## src/rtl/sdiv_pkg.sv

```systemverilog
package sdiv_pkg;

    typedef enum logic [1:0] {
        ST_IDLE = 2'd0,
        ST_RUN  = 2'd1,
        ST_FIN  = 2'd2
    } sdiv_state_e;

    typedef enum logic [1:0] {
        RK_OK   = 2'd0,
        RK_ZERO = 2'd1,
        RK_OVF  = 2'd2
    } sdiv_kind_e;

endpackage

```

## src/rtl/sdiv_prep.sv

```systemverilog
// Operand conditioning: magnitudes, result signs and special-case detection.
module sdiv_prep #(
    parameter int W = 32
) (
    input  logic [W-1:0] a,
    input  logic [W-1:0] b,
    output logic [W-1:0] a_mag,
    output logic [W-1:0] b_mag,
    output logic         neg_q,
    output logic         neg_r,
    output logic         zero_div,
    output logic         ovf
);
    localparam logic [W-1:0] MOST_NEG = {1'b1, {(W-1){1'b0}}};
    localparam logic [W-1:0] MINUS_ONE = {W{1'b1}};

    always_comb begin
        // The most negative value maps to itself, which reads correctly as unsigned.
        a_mag    = a[W-1] ? (~a + 1'b1) : a;
        b_mag    = b[W-1] ? (~b + 1'b1) : b;
        neg_q    = a[W-1] ^ b[W-1];
        neg_r    = a[W-1];
        zero_div = (b == '0);
        ovf      = (a == MOST_NEG) && (b == MINUS_ONE);
    end
endmodule

```

## src/rtl/sdiv_step.sv

```systemverilog
// One restoring shift-subtract step on unsigned magnitudes.
module sdiv_step #(
    parameter int W = 32
) (
    input  logic [W-1:0] rem_in,
    input  logic [W-1:0] quo_in,
    input  logic [W-1:0] dmag,
    output logic [W-1:0] rem_out,
    output logic [W-1:0] quo_out
);
    logic [W:0] shifted;
    logic [W:0] trial;

    always_comb begin
        shifted = {rem_in, quo_in[W-1]};
        trial   = shifted - {1'b0, dmag};
        if (!trial[W]) begin
            rem_out = trial[W-1:0];
            quo_out = {quo_in[W-2:0], 1'b1};
        end else begin
            rem_out = shifted[W-1:0];
            quo_out = {quo_in[W-2:0], 1'b0};
        end
    end
endmodule

```

## src/rtl/sdiv_post.sv

```systemverilog
// Sign restoration and quotient-derived flags.
module sdiv_post #(
    parameter int W = 32
) (
    input  logic [W-1:0] quo_mag,
    input  logic [W-1:0] rem_mag,
    input  logic         neg_q,
    input  logic         neg_r,
    output logic [W-1:0] quo_s,
    output logic [W-1:0] rem_s,
    output logic         n_out,
    output logic         z_out
);
    always_comb begin
        quo_s = neg_q ? (~quo_mag + 1'b1) : quo_mag;
        rem_s = neg_r ? (~rem_mag + 1'b1) : rem_mag;
        n_out = quo_s[W-1];
        z_out = (quo_s == '0);
    end
endmodule

```

## src/rtl/sdiv_unit.sv

```systemverilog
module sdiv_unit
    import sdiv_pkg::*;
#(
    parameter int W     = 32,
    parameter int IDXW  = 4,
    parameter int STEPS = 1
) (
    input  logic            clk,
    input  logic            rst_n,
    input  logic            start,
    input  logic [W-1:0]    dividend,
    input  logic [W-1:0]    divisor,
    input  logic [IDXW-1:0] q_idx,
    input  logic [IDXW-1:0] r_idx,
    input  logic            x_in,
    output logic            busy,
    output logic            done,
    output logic [W-1:0]    quotient,
    output logic [W-1:0]    remainder,
    output logic            q_we,
    output logic            r_we,
    output logic            flag_n,
    output logic            flag_z,
    output logic            flag_v,
    output logic            flag_c,
    output logic            flag_x,
    output logic            trap
);
    localparam int ROUNDS = W / STEPS;
    localparam int CW     = $clog2(ROUNDS + 1);
    localparam logic [CW-1:0] LAST = CW'(ROUNDS - 1);

    sdiv_state_e     state_q;
    logic [CW-1:0]   cnt_q;
    logic [W-1:0]    rem_q, quo_q, dmag_q;
    logic            negq_q, negr_q, x_q, same_q;
    sdiv_kind_e      kind_q;

    logic [W-1:0]    a_mag, b_mag;
    logic            p_negq, p_negr, p_zero, p_ovf;
    logic            accept;
    logic [W-1:0]    post_q, post_r;
    logic            post_n, post_z;

    logic [W-1:0]    rem_c [0:STEPS];
    logic [W-1:0]    quo_c [0:STEPS];

    sdiv_prep #(.W(W)) u_prep (
        .a        (dividend),
        .b        (divisor),
        .a_mag    (a_mag),
        .b_mag    (b_mag),
        .neg_q    (p_negq),
        .neg_r    (p_negr),
        .zero_div (p_zero),
        .ovf      (p_ovf)
    );

    assign rem_c[0] = rem_q;
    assign quo_c[0] = quo_q;

    generate
        for (genvar s = 0; s < STEPS; s++) begin : g_step
            sdiv_step #(.W(W)) u_step (
                .rem_in  (rem_c[s]),
                .quo_in  (quo_c[s]),
                .dmag    (dmag_q),
                .rem_out (rem_c[s+1]),
                .quo_out (quo_c[s+1])
            );
        end
    endgenerate

    sdiv_post #(.W(W)) u_post (
        .quo_mag (quo_q),
        .rem_mag (rem_q),
        .neg_q   (negq_q),
        .neg_r   (negr_q),
        .quo_s   (post_q),
        .rem_s   (post_r),
        .n_out   (post_n),
        .z_out   (post_z)
    );

    assign accept = (state_q == ST_IDLE) && start;

    // State register and iteration counter.
    always_ff @(posedge clk or negedge rst_n) begin
        if (!rst_n) begin
            state_q <= ST_IDLE;
            cnt_q   <= '0;
        end else begin
            unique case (state_q)
                ST_IDLE: begin
                    if (start) begin
                        cnt_q   <= '0;
                        state_q <= (p_zero || p_ovf) ? ST_FIN : ST_RUN;
                    end
                end
                ST_RUN: begin
                    if (cnt_q == LAST) begin
                        state_q <= ST_FIN;
                    end else begin
                        cnt_q <= cnt_q + 1'b1;
                    end
                end
                ST_FIN: begin
                    state_q <= ST_IDLE;
                end
                default: begin
                    state_q <= ST_IDLE;
                end
            endcase
        end
    end

    // Operand capture and iteration datapath.
    always_ff @(posedge clk or negedge rst_n) begin
        if (!rst_n) begin
            rem_q  <= '0;
            quo_q  <= '0;
            dmag_q <= '0;
            negq_q <= 1'b0;
            negr_q <= 1'b0;
            x_q    <= 1'b0;
            same_q <= 1'b0;
            kind_q <= RK_OK;
        end else if (accept) begin
            rem_q  <= '0;
            quo_q  <= a_mag;
            dmag_q <= b_mag;
            negq_q <= p_negq;
            negr_q <= p_negr;
            x_q    <= x_in;
            same_q <= (q_idx == r_idx);
            kind_q <= p_zero ? RK_ZERO : (p_ovf ? RK_OVF : RK_OK);
        end else if (state_q == ST_RUN) begin
            rem_q <= rem_c[STEPS];
            quo_q <= quo_c[STEPS];
        end
    end

    // Output decode.
    always_comb begin
        busy      = (state_q != ST_IDLE);
        done      = 1'b0;
        quotient  = post_q;
        remainder = post_r;
        q_we      = 1'b0;
        r_we      = 1'b0;
        flag_n    = 1'b0;
        flag_z    = 1'b0;
        flag_v    = 1'b0;
        flag_c    = 1'b0;
        flag_x    = 1'b0;
        trap      = 1'b0;
        if (state_q == ST_FIN) begin
            done   = 1'b1;
            flag_x = x_q;
            unique case (kind_q)
                RK_OK: begin
                    q_we   = 1'b1;
                    r_we   = !same_q;
                    flag_n = post_n;
                    flag_z = post_z;
                end
                RK_ZERO: trap   = 1'b1;
                RK_OVF:  flag_v = 1'b1;
                default: ;
            endcase
        end
    end
endmodule

```

## config.mk

```make
export PLATFORM = sky130hd
export DESIGN_NAME = sdiv_unit
export DESIGN_NICKNAME = d
export VERILOG_FILES = /design/src/rtl/sdiv_pkg.sv /design/src/rtl/sdiv_prep.sv /design/src/rtl/sdiv_step.sv /design/src/rtl/sdiv_post.sv /design/src/rtl/sdiv_unit.sv
export SDC_FILE = /design/constraint.sdc
export NUM_CORES = 1
export LEC_CHECK = 0
export BUFFER_PORTS_ARGS = -buffer_cell sky130_fd_sc_hd__buf_2
export CELL_PAD_IN_SITES_DETAIL_PLACEMENT = 2
export CELL_PAD_IN_SITES_GLOBAL_PLACEMENT = 2
export CORE_ASPECT_RATIO = 0.75
export CORE_UTILIZATION = 34
export DETAILED_ROUTE_END_ITERATION = 8
export PLACE_DENSITY_LB_ADDON = 0.2
export SLEW_MARGIN = 20
export SYNTH_ARGS = -nofsm -noshare
export SYNTH_HDL_FRONTEND = slang
export SYNTH_SLANG_ARGS = --single-unit
```

## constraint.sdc

```tcl
create_clock -name clk -period 4.4 [get_ports clk]
set_input_delay 0.22 -clock clk [delete_from_list [all_inputs] [get_ports clk]]
set_output_delay 0.22 -clock clk [all_outputs]
set_load 0.05 [all_outputs]
```

# After elaboration in Yosys (flattened, before gate mapping)
# Index checks and enable logic that the tools add are counted.
# classes
n_addsub	6
n_mul	0
div_mod_pow	0
n_lt_le_gt_ge	0
eq_ne	11
shifts	0
muxes	33
n_bitwise	5
reduce_logical	13
# ops
cell	count
32-bit 2-to-1 mux	9
32-bit by 1-bit adder with 32-bit output (second input constant)	4
32-bit inverter	4
32-bit == test (second input constant)	2
32-bit logical NOT	2
33-bit by 32-bit subtractor with 33-bit output	1
1-bit 2-to-1 mux	15
6-bit 2-to-1 mux	2
6-bit case mux with 2 select lines	1
2-bit 2-to-1 mux	5
6-bit by 1-bit adder with 6-bit output (second input constant)	1
6-bit by 5-bit == test with 1-bit output (second input constant)	1
2-bit != test (second input constant)	3
2-bit nonzero test	3
2-bit by 1-bit == test with 1-bit output (second input constant)	2
2-bit == test (second input constant)	2
4-bit == test	1
2-bit logical NOT	2
2-bit case mux with 2 select lines	1
3-bit AND reduction	1
1-bit logical AND	2
2-bit AND reduction	1
1-bit logical NOT	1
1-bit logical OR	1
1-bit bitwise XOR	1
# word_totals
reg_bits	110
latchBits	0
ram_bits	0
rom_bits	0
inputBits	76
output_inout_bits	74
word_cells	78
memories	0

# Longest topological paths before layout
# logic_depth
depth_word	6
ltp_mapped	13
ltp_nobuf	11

# Cells and area by module
# Synthesis repeated with hierarchy kept, for this count alone.
# unflattened
hier_cells	1255
area_unflattened_um2	10367.4
# by_module_without_submodules
mod	instances	cells_per_inst	area_per_inst_um2	seq_area_each_um2
sdiv_unit	1	471	4690.7	2752.6
sdiv_step	1	336	2591.2	0.0
sdiv_post	1	228	1551.5	0.0
sdiv_prep	1	220	1534.0	0.0

# Worst setup path before layout
# No wires, ideal clock.
# synth_timing
path_type	reg2out
startpoint	register quo_q[12]
endpoint	output port flag_z
arrival_ns	4.238
required_ns	4.180
slack_ns	-0.058
path_stages_with_launch	9
n_path_buf	0
cell_sequence	dfrtp_1 > or4_4 > or2_4 > or4_4 > or4_4 > o21ai_2 > xnor2_1 > or4_4 > nor4b_2
# synth_between
elab_chain_cells	6
# synth_rtl
item	line	rtl
start, declared	sdiv_unit.sv:35	logic [W-1:0] rem_q, quo_q, dmag_q;
start signal, assigned	sdiv_unit.sv:130	quo_q <= a_mag;
start signal, assigned	sdiv_unit.sv:139	quo_q <= quo_c[STEPS];
32-bit inverter	sdiv_post.sv:15	quo_s = neg_q ? (~quo_mag + 1'b1) : quo_mag;
32-bit by 1-bit adder with 32-bit output	sdiv_post.sv:15	
32-bit 2-to-1 mux	sdiv_post.sv:15	
named net quotient[24]	sdiv_unit.sv:18	output logic [W-1:0] quotient,
32-bit logical NOT	sdiv_post.sv:18	z_out = (quo_s == '0);
1-bit 2-to-1 mux	sdiv_unit.sv:160	unique case (kind_q)
1-bit 2-to-1 mux	sdiv_unit.sv:157	if (state_q == ST_FIN) begin
end, declared	sdiv_unit.sv:23	output logic flag_z,
# The timed path passes the listed nets, and every way through them passes these cells.

# Worst setup path after layout
# layout_timing
startpoint	register quo_q[12]
endpoint	output port flag_z
# layout_between
elab_chain_cells	6
# layout_rtl
item	line
32-bit inverter	sdiv_post.sv:15
32-bit by 1-bit adder with 32-bit output	sdiv_post.sv:15
32-bit 2-to-1 mux *	sdiv_post.sv:15
32-bit logical NOT *	sdiv_post.sv:18
1-bit 2-to-1 mux *	sdiv_unit.sv:160
1-bit 2-to-1 mux *	sdiv_unit.sv:157
# Mark *: on every way between the ends. The rest lies on a longest branch, timed or not.

==> impl_metrics.ini <==
[place]
place_area_um2 = 10300
dp_slack_ps = 545
hpwl_um = 27600
gp_congestion = 0.904
io_buffers = 148

[synth]
synth_nets = 1264
yosysMostFrequentCell = nand2_1
syn_inst = 1149
yosys.area.top_type_share = 0.297
ys_async_sr_fraction = 1.00
ys_ff_latch = 110
synth-edff-count = 0
synth.avg_cell_area_um2 = 8.07
syn_area_um2 = 9280
ys.flop_type = dfrtp_1
synth_cell_type_count = 68
ys_top_cells_by_count = 155 x nand2_1, 132 x o21ai_0, 110 x dfrtp_1, 89 x xnor2_1, 64 x xor2_1
synth_area_leaders = dfrtp_1 30%, xnor2_1 8.4%, o21ai_0 7.1%
yosysWarnings = 0
seq_area_frac_synth = 0.297
yosysTopAreaCell = dfrtp_1

[floorplanning]
pin_count = 150
coreArea_um2 = 26400
die_width_um = 193
dieHeight_um = 145
rows = 51
die_area_um2 = 28000
initial_core_util = 0.352

[flow_run]
drv_cap = 0

[sta]
maxSlewViolCount = 0
worst_slack_ps = 165
fin_tns_setup_ps = 0
slew-limit-headroom = 0.292
finalSetupViolCount = 0
post-route-period-util = 0.962
fin_worst_skew_ps = 10.1
fin_crit_ps = 4230
max_freq_ghz = 0.236
rsz0062_at_grt = no
worst_slew_pin_slew_ps = 1060
hold_violations = 0

[outcome]
violations = DRC
outcome = complete, but fails checks

[clocking]
ctsResizeCount = 0
clock_latency_ps = 360
cts.sinks = 110
cts_tree = done
holdBufCountCts = 1
clock_path_buffers = 2
cts_buffers = 9
cts_setup_buffers = 0
path_clk_slew_ps = 80
clockRootBuffer = clkbuf_16
htree_levels = 3

[layout]
fin_area_um2 = 10600
multiInputGateArea_um2 = 6100
synthToLayoutAreaGrowth_pct = 14.6
n_fill_cell = 3041
nets = 1374
drive_above_1_share = 0.157
regArea_um2 = 2750

[route]
num_vias = 9344
wl_per_cell_um = 21.9
firstDrtPassIters = 7
ant_nets = 0
routed_wl_um = 35200
drt_iter0_drc = 563
via_per_inst = 5.81
drcViolationCount = 36

[global_routing]
antenna_found_initial = 0
grt_first_pass_wirelength_um = 55700
grt_max_degree = 66
grt_pass1_vias = 9677
gr-total-overflow = 0
gr-usage-met1 = 0.404
use_met3 = 0.0331
use_met2 = 0.369
busiest_layer = met1
track_usage = 0.256

[critical_path]
critPathLaunchType = flip-flop
required_ps = 4180
critPathMaxFanout = 5
r2r_start = quo_q[31]$_DFFE_PN0P_
critical_path.startpoint = quo_q[12]$_DFFE_PN0P_
crit_type = flip-flop to output port
critPathArrivalTime_ps = 4010
cp-end-kind = output port

[min_path]
hp-class = input pin to flip-flop
min_from = x_in
[per-stage QoR]
step,instances,hold slack [ps],util
after global routing,1608,83.4,0.403
after CTS,1608,60.6,0.403
after global placement,1591,97.8,0.391
final,1609,74.1,0.403
after detailed placement,1591,97.8,0.391
after floorplan,1149,-75.6,-
[routing by layer]
layer,wire (um),vias to the layer above
met2,14800,219
met5,0,-
met3,1710,14
met1,18500,4714
met4,219,0
li1,-,4397
[flip-flops by register name, indices dropped and copies added, names as in the netlist]
| register | flops |
|---|---|
| same_q | 1 |
| x_q | 1 |
| cnt_q | 6 |
| state_q | 2 |
| kind_q | 2 |
| negq_q | 1 |
| dmag_q | 32 |
| quo_q | 32 |
| negr_q | 1 |
| rem_q | 32 |
[critical path: stages, from the launching register on]
cell	delay (ps)
dfrtp_1	440
or4_4	580
or2_4	270
or4_4	540
or4_4	470
o21ai_2	140
xnor2_1	100
or4_4	540
nor4b_4	270
buf_2	300
[worst paths after layout]
path	endpoint	slack (ps)	depth (start not counted)
max	flag_z	170	9
min	x_q$_DFFE_PN0P_	70	3
max reg2reg	rem_q[26]$_DFFE_PN0P_	900	12
min reg2reg	dmag_q[17]$_DFFE_PN0P_	480	2
max in group asynchronous	dmag_q[15]$_DFFE_PN0P_	3110	3
min in group asynchronous	quo_q[19]$_DFFE_PN0P_	260	2
[cells by family (layout without fill, tap and decap cells)]
logic type | after synthesis | in the layout | synth area share
simple gates | 395 | 395 | 0.215
compound gates | 337 | 337 | 0.235
xor+xnor | 153 | 153 | 0.144
flops | 110 | 110 | 0.297
buf+inv | 110 | 225 | 0.0500
fa+ha+maj | 39 | 39 | 0.0534
mux | 4 | 4 | 0.00432
other cells | 1 | 2 | 0.000404
[placed cells by master, fill, tap and decap left out, drive strengths merged, types with 15 or more instances in the layout]
| cell | instances |
|---|---|
| buf | 162 |
| nand4 | 17 |
| dfrtp | 110 |
| o31ai | 40 |
| a21oi | 43 |
| or4 | 21 |
| ha | 38 |
| a22oi | 29 |
| xor2 | 64 |
| or3 | 25 |
| inv | 50 |
| nand3 | 40 |
| xnor2 | 89 |
| o21ai | 133 |
| nor2 | 48 |
| nand2b | 22 |
| nand2 | 155 |
| nor3 | 15 |
[cell type report]
type,instances,share of cell area
Antenna cell,1,0.000235
Clock buffer,10,0.0225
Clock inverter,6,0.00706
Inverter,46,0.0162
Multi-Input combinational cell,929,0.574
Sequential cell,110,0.259
Tap cell,344,0.0405
Timing Repair Buffer,163,0.0808
Power is not shown: default switching activity piles up to over one toggle a cycle in this logic, so the estimate is an artifact.
